===== src/rtl/gpio_port_pkg.sv =====
package gpio_port_pkg;

   localparam int OFS_BYP = 'h00;
   localparam int OFS_DIR = 'h04;
   localparam int OFS_OE  = 'h08;
   localparam int OFS_OUT = 'h0C;
   localparam int OFS_IN  = 'h10;

   localparam int BUS_W   = 32;

   typedef enum logic [2:0] {
      SEL_NONE,
      SEL_BYP,
      SEL_DIR,
      SEL_OE,
      SEL_OUT,
      SEL_IN
   } gp_sel_e;

endpackage


===== src/rtl/gpio_port_sync.sv =====
module gpio_port_sync #(
   parameter int W      = 32,
   parameter int STAGES = 2
) (
   input  logic         clk,
   input  logic         rst_n,
   input  logic [W-1:0] d_raw,
   output logic [W-1:0] d_sync
);

   if (STAGES < 2) begin : g_bad_stages
      $error("gpio_port_sync: STAGES must be at least 2");
   end

   logic [W-1:0] chain_q [STAGES];

   for (genvar s = 0; s < STAGES; s++) begin : g_stage
      always_ff @(posedge clk or negedge rst_n) begin
         if (!rst_n) begin
            chain_q[s] <= '0;
         end else if (s == 0) begin
            chain_q[s] <= d_raw;
         end else begin
            chain_q[s] <= chain_q[(s == 0) ? 0 : s-1];
         end
      end
   end

   assign d_sync = chain_q[STAGES-1];

endmodule


===== src/rtl/gpio_port_regs.sv =====
module gpio_port_regs
   import gpio_port_pkg::*;
#(
   parameter int          NPINS      = 32,
   parameter int          ADDR_W     = 8,
   parameter logic [31:0] BYPASS_RST = '0
) (
   input  logic              clk,
   input  logic              rst_n,
   input  logic              bus_sel,
   input  logic              bus_wr,
   input  logic [ADDR_W-1:0] bus_addr,
   input  logic [BUS_W-1:0]  bus_wdata,
   output logic [BUS_W-1:0]  bus_rdata,
   input  logic [NPINS-1:0]  pin_in,
   output logic [NPINS-1:0]  byp_q,
   output logic [NPINS-1:0]  dir_q,
   output logic [NPINS-1:0]  oe_q,
   output logic [NPINS-1:0]  out_q
);

   localparam logic [NPINS-1:0] BYP_INIT = BYPASS_RST[NPINS-1:0];
   localparam logic [NPINS-1:0] DIR_INIT = '1;

   function automatic gp_sel_e f_decode(input logic [ADDR_W-1:0] a);
      gp_sel_e r;
      r = SEL_NONE;
      if (a == ADDR_W'(OFS_BYP)) r = SEL_BYP;
      if (a == ADDR_W'(OFS_DIR)) r = SEL_DIR;
      if (a == ADDR_W'(OFS_OE))  r = SEL_OE;
      if (a == ADDR_W'(OFS_OUT)) r = SEL_OUT;
      if (a == ADDR_W'(OFS_IN))  r = SEL_IN;
      return r;
   endfunction

   gp_sel_e          sel;
   logic             wr_req;
   logic             rd_req;
   logic [NPINS-1:0] wr_bits;
   logic [NPINS-1:0] rd_bits;
   logic [BUS_W-1:0] rd_ext;

   assign sel     = f_decode(bus_addr);
   assign wr_req  = bus_sel &  bus_wr;
   assign rd_req  = bus_sel & ~bus_wr;
   assign wr_bits = bus_wdata[NPINS-1:0];

   always_ff @(posedge clk or negedge rst_n) begin
      if (!rst_n) begin
         byp_q <= BYP_INIT;
         dir_q <= DIR_INIT;
         oe_q  <= '0;
         out_q <= '0;
      end else if (wr_req) begin
         case (sel)
            SEL_BYP: byp_q <= wr_bits;
            SEL_DIR: dir_q <= wr_bits;
            SEL_OE:  oe_q  <= wr_bits;
            SEL_OUT: out_q <= wr_bits;
            default: ;
         endcase
      end
   end

   always_comb begin
      case (sel)
         SEL_BYP: rd_bits = byp_q;
         SEL_DIR: rd_bits = dir_q;
         SEL_OE:  rd_bits = oe_q;
         SEL_OUT: rd_bits = out_q;
         SEL_IN:  rd_bits = pin_in;
         default: rd_bits = '0;
      endcase
   end

   if (NPINS < BUS_W) begin : g_pad_rd
      assign rd_ext = {{(BUS_W-NPINS){1'b0}}, rd_bits};
   end else begin : g_full_rd
      assign rd_ext = rd_bits;
   end

   always_ff @(posedge clk or negedge rst_n) begin
      if (!rst_n) begin
         bus_rdata <= '0;
      end else if (rd_req) begin
         bus_rdata <= rd_ext;
      end else begin
         bus_rdata <= '0;
      end
   end

endmodule


===== src/rtl/gpio_port_padmux.sv =====
module gpio_port_padmux #(
   parameter int NPINS = 32
) (
   input  logic [NPINS-1:0] byp_q,
   input  logic [NPINS-1:0] dir_q,
   input  logic [NPINS-1:0] oe_q,
   input  logic [NPINS-1:0] out_q,
   input  logic [NPINS-1:0] alt_out,
   input  logic [NPINS-1:0] alt_oe,
   output logic [NPINS-1:0] pad_out,
   output logic [NPINS-1:0] pad_oe
);

   for (genvar p = 0; p < NPINS; p++) begin : g_pin
      logic reg_drive;
      assign reg_drive  = ~dir_q[p] & oe_q[p];
      assign pad_out[p] = byp_q[p] ? alt_out[p] : out_q[p];
      assign pad_oe[p]  = byp_q[p] ? alt_oe[p]  : reg_drive;
   end

endmodule


===== src/rtl/gpio_port.sv =====
module gpio_port
   import gpio_port_pkg::*;
#(
   parameter int          NPINS      = 32,
   parameter int          ADDR_W     = 8,
   parameter logic [31:0] BYPASS_RST = '0
) (
   input  logic              clk,
   input  logic              rst_n,
   input  logic              bus_sel,
   input  logic              bus_wr,
   input  logic [ADDR_W-1:0] bus_addr,
   input  logic [31:0]       bus_wdata,
   output logic [31:0]       bus_rdata,
   input  logic [NPINS-1:0]  pad_in,
   output logic [NPINS-1:0]  pad_out,
   output logic [NPINS-1:0]  pad_oe,
   input  logic [NPINS-1:0]  alt_out,
   input  logic [NPINS-1:0]  alt_oe,
   output logic [NPINS-1:0]  pin_sync
);

   localparam int SYNC_STAGES = 2;

   if (NPINS < 1 || NPINS > BUS_W) begin : g_bad_npins
      $error("gpio_port: NPINS must lie in 1..32");
   end
   if (ADDR_W < 5) begin : g_bad_addr
      $error("gpio_port: ADDR_W must reach offset 0x10");
   end

   logic [NPINS-1:0] byp_q;
   logic [NPINS-1:0] dir_q;
   logic [NPINS-1:0] oe_q;
   logic [NPINS-1:0] out_q;

   gpio_port_sync #(
      .W      (NPINS),
      .STAGES (SYNC_STAGES)
   ) u_sync (
      .clk    (clk),
      .rst_n  (rst_n),
      .d_raw  (pad_in),
      .d_sync (pin_sync)
   );

   gpio_port_regs #(
      .NPINS      (NPINS),
      .ADDR_W     (ADDR_W),
      .BYPASS_RST (BYPASS_RST)
   ) u_regs (
      .clk       (clk),
      .rst_n     (rst_n),
      .bus_sel   (bus_sel),
      .bus_wr    (bus_wr),
      .bus_addr  (bus_addr),
      .bus_wdata (bus_wdata),
      .bus_rdata (bus_rdata),
      .pin_in    (pin_sync),
      .byp_q     (byp_q),
      .dir_q     (dir_q),
      .oe_q      (oe_q),
      .out_q     (out_q)
   );

   gpio_port_padmux #(
      .NPINS (NPINS)
   ) u_padmux (
      .byp_q   (byp_q),
      .dir_q   (dir_q),
      .oe_q    (oe_q),
      .out_q   (out_q),
      .alt_out (alt_out),
      .alt_oe  (alt_oe),
      .pad_out (pad_out),
      .pad_oe  (pad_oe)
   );

endmodule


===== config.mk =====
export PLATFORM = sky130hd
export DESIGN_NAME = gpio_port
export DESIGN_NICKNAME = d
export VERILOG_FILES = /design/src/rtl/gpio_port_pkg.sv /design/src/rtl/gpio_port_sync.sv /design/src/rtl/gpio_port_regs.sv /design/src/rtl/gpio_port_padmux.sv /design/src/rtl/gpio_port.sv
export SDC_FILE = /design/constraint.sdc
export NUM_CORES = 1
export LEC_CHECK = 0
export BUFFER_PORTS_ARGS = -buffer_cell sky130_fd_sc_hd__buf_4
export CORE_UTILIZATION = 48
export CTS_CLUSTER_SIZE = 24
export DETAILED_ROUTE_END_ITERATION = 10
export PLACE_DENSITY = 0.77
export SKIP_CTS_REPAIR_TIMING = 1
export SYNTH_ARGS = -nofsm -noshare
export SYNTH_HDL_FRONTEND = slang
export SYNTH_SLANG_ARGS = --single-unit

===== constraint.sdc =====
create_clock -name clk -period 0.9 [get_ports clk]
set_clock_uncertainty 0.05 [all_clocks]
set_input_delay 0.135 -clock clk [delete_from_list [all_inputs] [get_ports clk]]
set_output_delay 0.135 -clock clk [all_outputs]
set_load 0.05 [all_outputs]

==> metrics.txt, run 1 <==
status complete, but fails checks; violated checks hold timing, setup timing; portion of total power attributed to combinational logic 0.154; maximum vdd drop 0.001797 V; internal reg-to-reg setup slack -0.42 ns; number of max-slew violations in the final report 0; Final setup violation count 288; LEAKAGE 7.671 nW; maximum buffer depth of the clock tree 3; TritonCTS clock tree yes; number of violations of the max-capacitance limit 0; global-route wire length before repair 41660 um; startpoint of the most critical register-to-register path u_regs.byp_q[6]; Clk pin slew, worst setup/hold paths 0.06 ns; Cells after Synth 724; HP Class primary input to flop; utilization after layout 0.8447; slew at the pin closest to its max-slew limit 0.3706 ns; layout cells sized above 1 0.7389; highest achievable clock rate 602.2 MHz; share of the cycle needed by the critical path after routing 1.845; Worst EP required 0.71 ns; switching fraction of total power 0.2562; WL per Instance 22.44 um; final critical path time including I/O delays and setup 1.660 ns; met2 WL 17640 um; DR vias 7842; CP peak stage delay 0.48 ns; setup tns final -100.47 ns; startpoint kind of the worst setup timing path flop; area grow syn2layout 69.85%; share of power burned in registers 0.443; CTS HTree Levels 1; final worst slack -0.7605 ns; largest net degree at the start of global routing 33; Clock Tree Root sky130_fd_sc_hd__clkbuf_16; met3 wirelength from detailed routing 1359 um; Synthesis Warnings 0; DP Cell Count 1294; Arr. time, crit path 1.48 ns; Die W 145.2 um; Die ar. 21070 um2; synthesis-stage register bit count 224; global-route usage over all layers 0.2498; switching pwr 6.177 mW; peak fanout along the critical path 5; cell area after technology mapping 9837 um2; distinct cell type count of the synthesized netlist 24; top sig layer met4; Synthesized Nets 864; Cell Int Power 17.93 mW; count of input and output buffers 267; highest-delay cell along the critical path sky130_fd_sc_hd__dfrtp_2; initial antenna violation count 0; power per unit of standard cell area 1443 nW/um2; HPWL after detailed placement 18630 um; buffering stage count on the worst path with inverters included 1; post-route antenna net violation count 0; sequential fraction of the synthesis area 0.5739; RSZ-0062 raised after global routing yes; antenna fix cells 0; core region area 19780 um2; RR Endpoint u_regs.bus_rdata[6]; kind of capture point of the worst setup path output pin; Setup WS pre-CTS -0.7539 ns; critical path's top delay family flip-flops; Non-Filler Instances 1456; critical path depth in cells 2; slew margin rel. 0.7530; DRT met1 WL 12700 um; starting density of the core 0.4973; per-cell via count in the routed design 5.386; TritonCTS Buffers 25; cells along the critical path mux2_4 > buf_6; number of placed I/O pins 268; beginning of the critical path u_regs.byp_q[29]; Total Nets Final 1313; DRT Wirelength 32670 um; final global-route overflow total 0; fill cell count 920; CTS sink count 224; Worst-Skew Late Latency 0.50 ns; share of power burned in the clock network 0.402; vias in the first global route 7598; startpoint of the most critical hold path bus_addr[3]; most frequent cells in the layout sky130_fd_sc_hd__buf_4 (232), sky130_fd_sc_hd__buf_6 (164), sky130_fd_sc_hd__dfrtp_1 (163); final hold slack -0.002474 ns; length of the first detailed-routing pass in iterations 4; detailed router's first-iteration violation count 354; final hold violations 1; Critical path destination pad_out[29]; y dimension of the die 145.2 um; commonest non-fill, non-tap cell in the layout sky130_fd_sc_hd__buf_4; Post-Synthesis Mean Instance Area 13.59 um2; type of the setup path with the least slack flop to output pin; Rows 51; final weighted congestion of routability-driven global placement 0.7799; DRC violations left 0; number of cells traversed by the worst register-to-register path 4
registers in the layout (all words and copies together) (netlist names):
name / cells
u_regs.bus_rdata: 32
u_sync.d_sync: 32
u_regs.byp_q: 32
u_sync.chain_q: 32
u_regs.dir_q: 32
u_regs.oe_q: 32
u_regs.out_q: 32
metal layers:
layer	track usage	up-vias
met5	0	-
li1	-	3456
met4	0.07053	0
met3	0.03774	71
met2	0.4305	283
met1	0.3272	4032
how the worst min path moves through the flow:
stage | endpoint | slack [ns] | depth (start not counted)
finish | u_regs.bus_rdata[30] | -0.002 | 4
global route | u_regs.bus_rdata[29] | 0.006 | 4
CTS | u_sync.chain_q[32] | -0.56 | 1
detailed placement | u_sync.chain_q[63] | -0.03 | 1
global placement | u_sync.chain_q[63] | -0.04 | 1
floorplan | u_regs.bus_rdata[0] | -0.21 | 0
cells in the mapped netlist:
master | instances | area, um2
sky130_fd_sc_hd__mux2_2 | 220 | 2477
sky130_fd_sc_hd__dfrtp_1 | 192 | 4805
sky130_fd_sc_hd__o21ai_0 | 33 | 165.2
sky130_fd_sc_hd__a21oi_1 | 32 | 160.2
sky130_fd_sc_hd__a22oi_1 | 32 | 240.2
sky130_fd_sc_hd__buf_4 | 32 | 240.2
sky130_fd_sc_hd__dfstp_2 | 32 | 840.8
sky130_fd_sc_hd__nand2_1 | 32 | 120.1
sky130_fd_sc_hd__nand2b_1 | 32 | 200.2
sky130_fd_sc_hd__nand3b_1 | 30 | 225.2
sky130_fd_sc_hd__clkbuf_1 | 18 | 67.56
sky130_fd_sc_hd__buf_2 | 12 | 60.06
sky130_fd_sc_hd__buf_6 | 6 | 67.56
sky130_fd_sc_hd__nand3_1 | 5 | 25.02
sky130_fd_sc_hd__mux2_1 | 4 | 45.04
sky130_fd_sc_hd__and3_1 | 2 | 12.51
sky130_fd_sc_hd__nor2_1 | 2 | 7.510
sky130_fd_sc_hd__nor2b_1 | 2 | 12.51
sky130_fd_sc_hd__and4bb_2 | 1 | 12.51
sky130_fd_sc_hd__buf_1 | 1 | 3.750
sky130_fd_sc_hd__clkbuf_2 | 1 | 5.000
sky130_fd_sc_hd__nor3_1 | 1 | 5.000
sky130_fd_sc_hd__nor4b_2 | 1 | 15.01
sky130_fd_sc_hd__nor4b_4 | 1 | 23.77
tightest hold or removal path: stages:
cell                      delay [ns]
sky130_fd_sc_hd__buf_4          0.14
sky130_fd_sc_hd__nor2_1         0.07
sky130_fd_sc_hd__nand3_1        0.09
sky130_fd_sc_hd__a21oi_1        0.06
power by group through the flow:
stage          Combinational [mW]  Sequential [mW]  Clock (mW)
3_3_place_gp                 2.97             10.8           0
2_1_floorplan                1.63             10.8           0
6_report                     3.72             10.7        9.70
5_1_grt                      3.88             10.7        10.3
4_1_cts                      3.03             10.7        9.73
3_5_place_dp                 3.02             10.8           0
logic make-up (layout without fill, tap and decap cells):
kind of cell	count (synthesis)	count (layout)	synth area share
multiplexers	224	224	0.2564
AND/OR/NAND/NOR	109	109	0.06703
buffers and inverters	70	537	0.04515
AO/OA/AOI/OAI	97	97	0.05749
flip-flops	224	224	0.5739
area by class of cell:
class,count,area [um2],area share
clock inverter,11,86.33,0.005167
sequential,224,5682,0.3400
multi-input combinational,430,5070,0.3034
timing repair buffer,492,4850,0.2903
clock buffer,34,689.4,0.04126
tap,265,331.6,0.01984
per-stage QoR:
step | hold WS [ns] | power, mW | cell area (um2)
detailed placement | -0.03188 | 13.84 | 13710
global route | 0.006147 | 24.86 | 16710
floorplan | -0.2106 | 12.40 | 10860
CTS | -0.5644 | 23.42 | 14480
global placement | -0.03624 | 13.77 | 13710
finish | -0.002474 | 24.11 | 16710
Power figures use the tool's default switching activity.
==> inputs of run 2 (changes only) <==
--- a/config.mk
+++ b/config.mk
@@ -7,8 +7,8 @@
 export LEC_CHECK = 0
 export BUFFER_PORTS_ARGS = -buffer_cell sky130_fd_sc_hd__buf_4
-export CORE_UTILIZATION = 48
+export CORE_UTILIZATION = 53
 export CTS_CLUSTER_SIZE = 24
 export DETAILED_ROUTE_END_ITERATION = 10
-export PLACE_DENSITY = 0.77
+export PLACE_DENSITY = 0.81
 export SKIP_CTS_REPAIR_TIMING = 1
 export SYNTH_ARGS = -nofsm -noshare
==> constraint.sdc (replaced) <==
create_clock -name clk -period 1.8 [get_ports clk]
set_clock_uncertainty 0.05 [all_clocks]
set_input_delay 0.27 -clock clk [delete_from_list [all_inputs] [get_ports clk]]
set_output_delay 0.27 -clock clk [all_outputs]
set_load 0.02 [all_outputs]
==> run 2 against run 1 <==
Compared with the run above: the run ends with DRC left; clock power fell by 42%; worst setup slack better by 0.79 ns; sequential power down 50%; worst hold slack better by 0.041 ns; non-clock buffer count decreased by 127; power down 50%; first-iteration DRC count increased by 3.4%; sequential share of layout area is 7.4 points higher; critical path type unchanged.
==> metrics.txt, run 2 (synthesized netlist as in run 1, its figures left out) <==
starting density of the core 0.5439 (+0.04661); global-route wire length before repair 39080 um (-6.2%); peak fanout along the critical path 4 (-1); TritonCTS Buffers 24 (-4.0%); type of the setup path with the least slack flop to output pin; maximum buffer depth of the clock tree 3 (unchanged); share of the cycle needed by the critical path after routing 0.9830; CTS HTree Levels 1 (unchanged); Worst EP required 1.48 ns (+0.77 ns); core region area 18090 um2 (-8.6%); TritonCTS clock tree yes; final weighted congestion of routability-driven global placement 0.7872 (+0.94%); DR vias 7134 (-9.0%); count of input and output buffers 267 (unchanged); utilization after layout 0.7581 (-0.08651); slew at the pin closest to its max-slew limit 0.3713 ns (+0.0007833 ns); slew margin rel. 0.7524 (about the same); y dimension of the die 138.2 um (-4.8%); commonest non-fill, non-tap cell in the layout sky130_fd_sc_hd__buf_4; Clk pin slew, worst setup/hold paths 0.06 ns (about the same); power per unit of standard cell area 881.6 nW/um2 (-39%); RSZ-0062 raised after global routing yes; DRC violations left 30 (+30); FF+latch area 5673 um2 (-0.15%); Total Power 12.09 mW (-50%); initial antenna violation count 1 (+1); Non-Filler Instances 1292 (-11%); kind of capture point of the worst setup path output pin; per-cell via count in the routed design 5.522 (+2.5%); most frequent cells in the layout sky130_fd_sc_hd__buf_4 (291), sky130_fd_sc_hd__mux2_2 (216), sky130_fd_sc_hd__dfrtp_1 (170); Die ar. 19110 um2 (-9.3%); area grow syn2layout 39.39%; largest net degree at the start of global routing 47 (+42%); startpoint kind of the worst setup timing path flop; Clock Tree Root sky130_fd_sc_hd__clkbuf_16; final hold slack 0.03814 ns (+0.04061 ns); number of max-slew violations in the final report 0 (unchanged); maximum vdd drop 0.0007243 V (-60%); Final setup violation count 0 (-100%); global-route usage over all layers 0.2589 (+0.009018); Rows 49 (-3.9%); number of violations of the max-capacitance limit 0 (unchanged); Die W 138.2 um (-4.8%); final global-route overflow total 0 (unchanged); violated checks DRC; vias in the first global route 7323 (-3.6%); DP Cell Count 1179 (-8.9%); CTS sink count 224 (unchanged); highest achievable clock rate 565.1 MHz; LEAKAGE 6.559 nW (-14%); Worst-Skew Late Latency 0.51 ns (about the same); number of placed I/O pins 268 (unchanged); post-route antenna net violation count 0 (unchanged); status complete, but fails checks; length of the first detailed-routing pass in iterations 7 (+3); Arr. time, crit path 1.45 ns (-0.03 ns); DRT Wirelength 25950 um (-21%); antenna fix cells 0 (unchanged); layout cells sized above 1 0.5945 (-0.1443); final hold violations 0 (-1); multi-input logic area 3825 um2 (-25%); HPWL after detailed placement 16870 um (-9.5%); final critical path time including I/O delays and setup 1.769 ns; HP Class primary input to flop; WL per Instance 20.08 um (-11%); Total Nets Final 1185 (-9.7%); fill cell count 1116 (+21%); detailed router's first-iteration violation count 366 (+3.4%)
==> run 2: final cells by class <==
cell class	instances	area share
tap	229	0.02090
clock buffer	30	0.05064
multi-input combinational	430	0.2789
timing repair buffer	365	0.2195
sequential	224	0.4137
clock inverter	14	0.01624
==> run 2: where the power goes <==
group	internal, mW	switching (mW)
clock	3.59	2.00
combinational	0.628	0.549
sequential	5.21	0.116
total	9.42	2.67
==> run 2: path summary, 6_finish.rpt <==
| kind | start | endpoint | slack [ns] | cells after the start |
|---|---|---|---|---|
| hold reg to reg | u_sync.chain_q[34] | u_sync.d_sync[2] | 0.29 | 0 |
| min in group asynchronous | rst_n | u_regs.oe_q[28] | 0.20 | 2 |
| setup reg to reg | u_regs.byp_q[28] | u_regs.bus_rdata[28] | 0.51 | 4 |
| setup / recovery | u_regs.byp_q[28] | pad_out[28] | 0.03 | 2 |
| hold / removal | bus_addr[4] | u_regs.bus_rdata[30] | 0.04 | 3 |
| max in group asynchronous | rst_n | u_regs.dir_q[23] | 0.82 | 3 |
==> run 2: critical path: stages (launching register included) <==
cell and delay (ns):
sky130_fd_sc_hd__dfrtp_1 0.42, sky130_fd_sc_hd__mux2_2 0.37, sky130_fd_sc_hd__buf_4 0.16
==> run 2: metrics by stage <==
step,TNS [ns],cell area [um2],setup slack (ns)
after floorplan,0,9837,0.1519
after global placement,0,12050,0.08590
after detailed placement,0,12050,0.06347
after CTS,-0.08636,12970,-0.03924
after global routing,-0.1128,13710,-0.04603
final,0,13710,0.03054
==> run 2: metal layers <==
layer	wire, um	vias to the layer above	GRT usage
met5	0	-	0
met4	673	0	0.08102
met3	1599	54	0.05542
met2	13210	278	0.4450
met1	10460	3605	0.3291
li1	-	3197	-
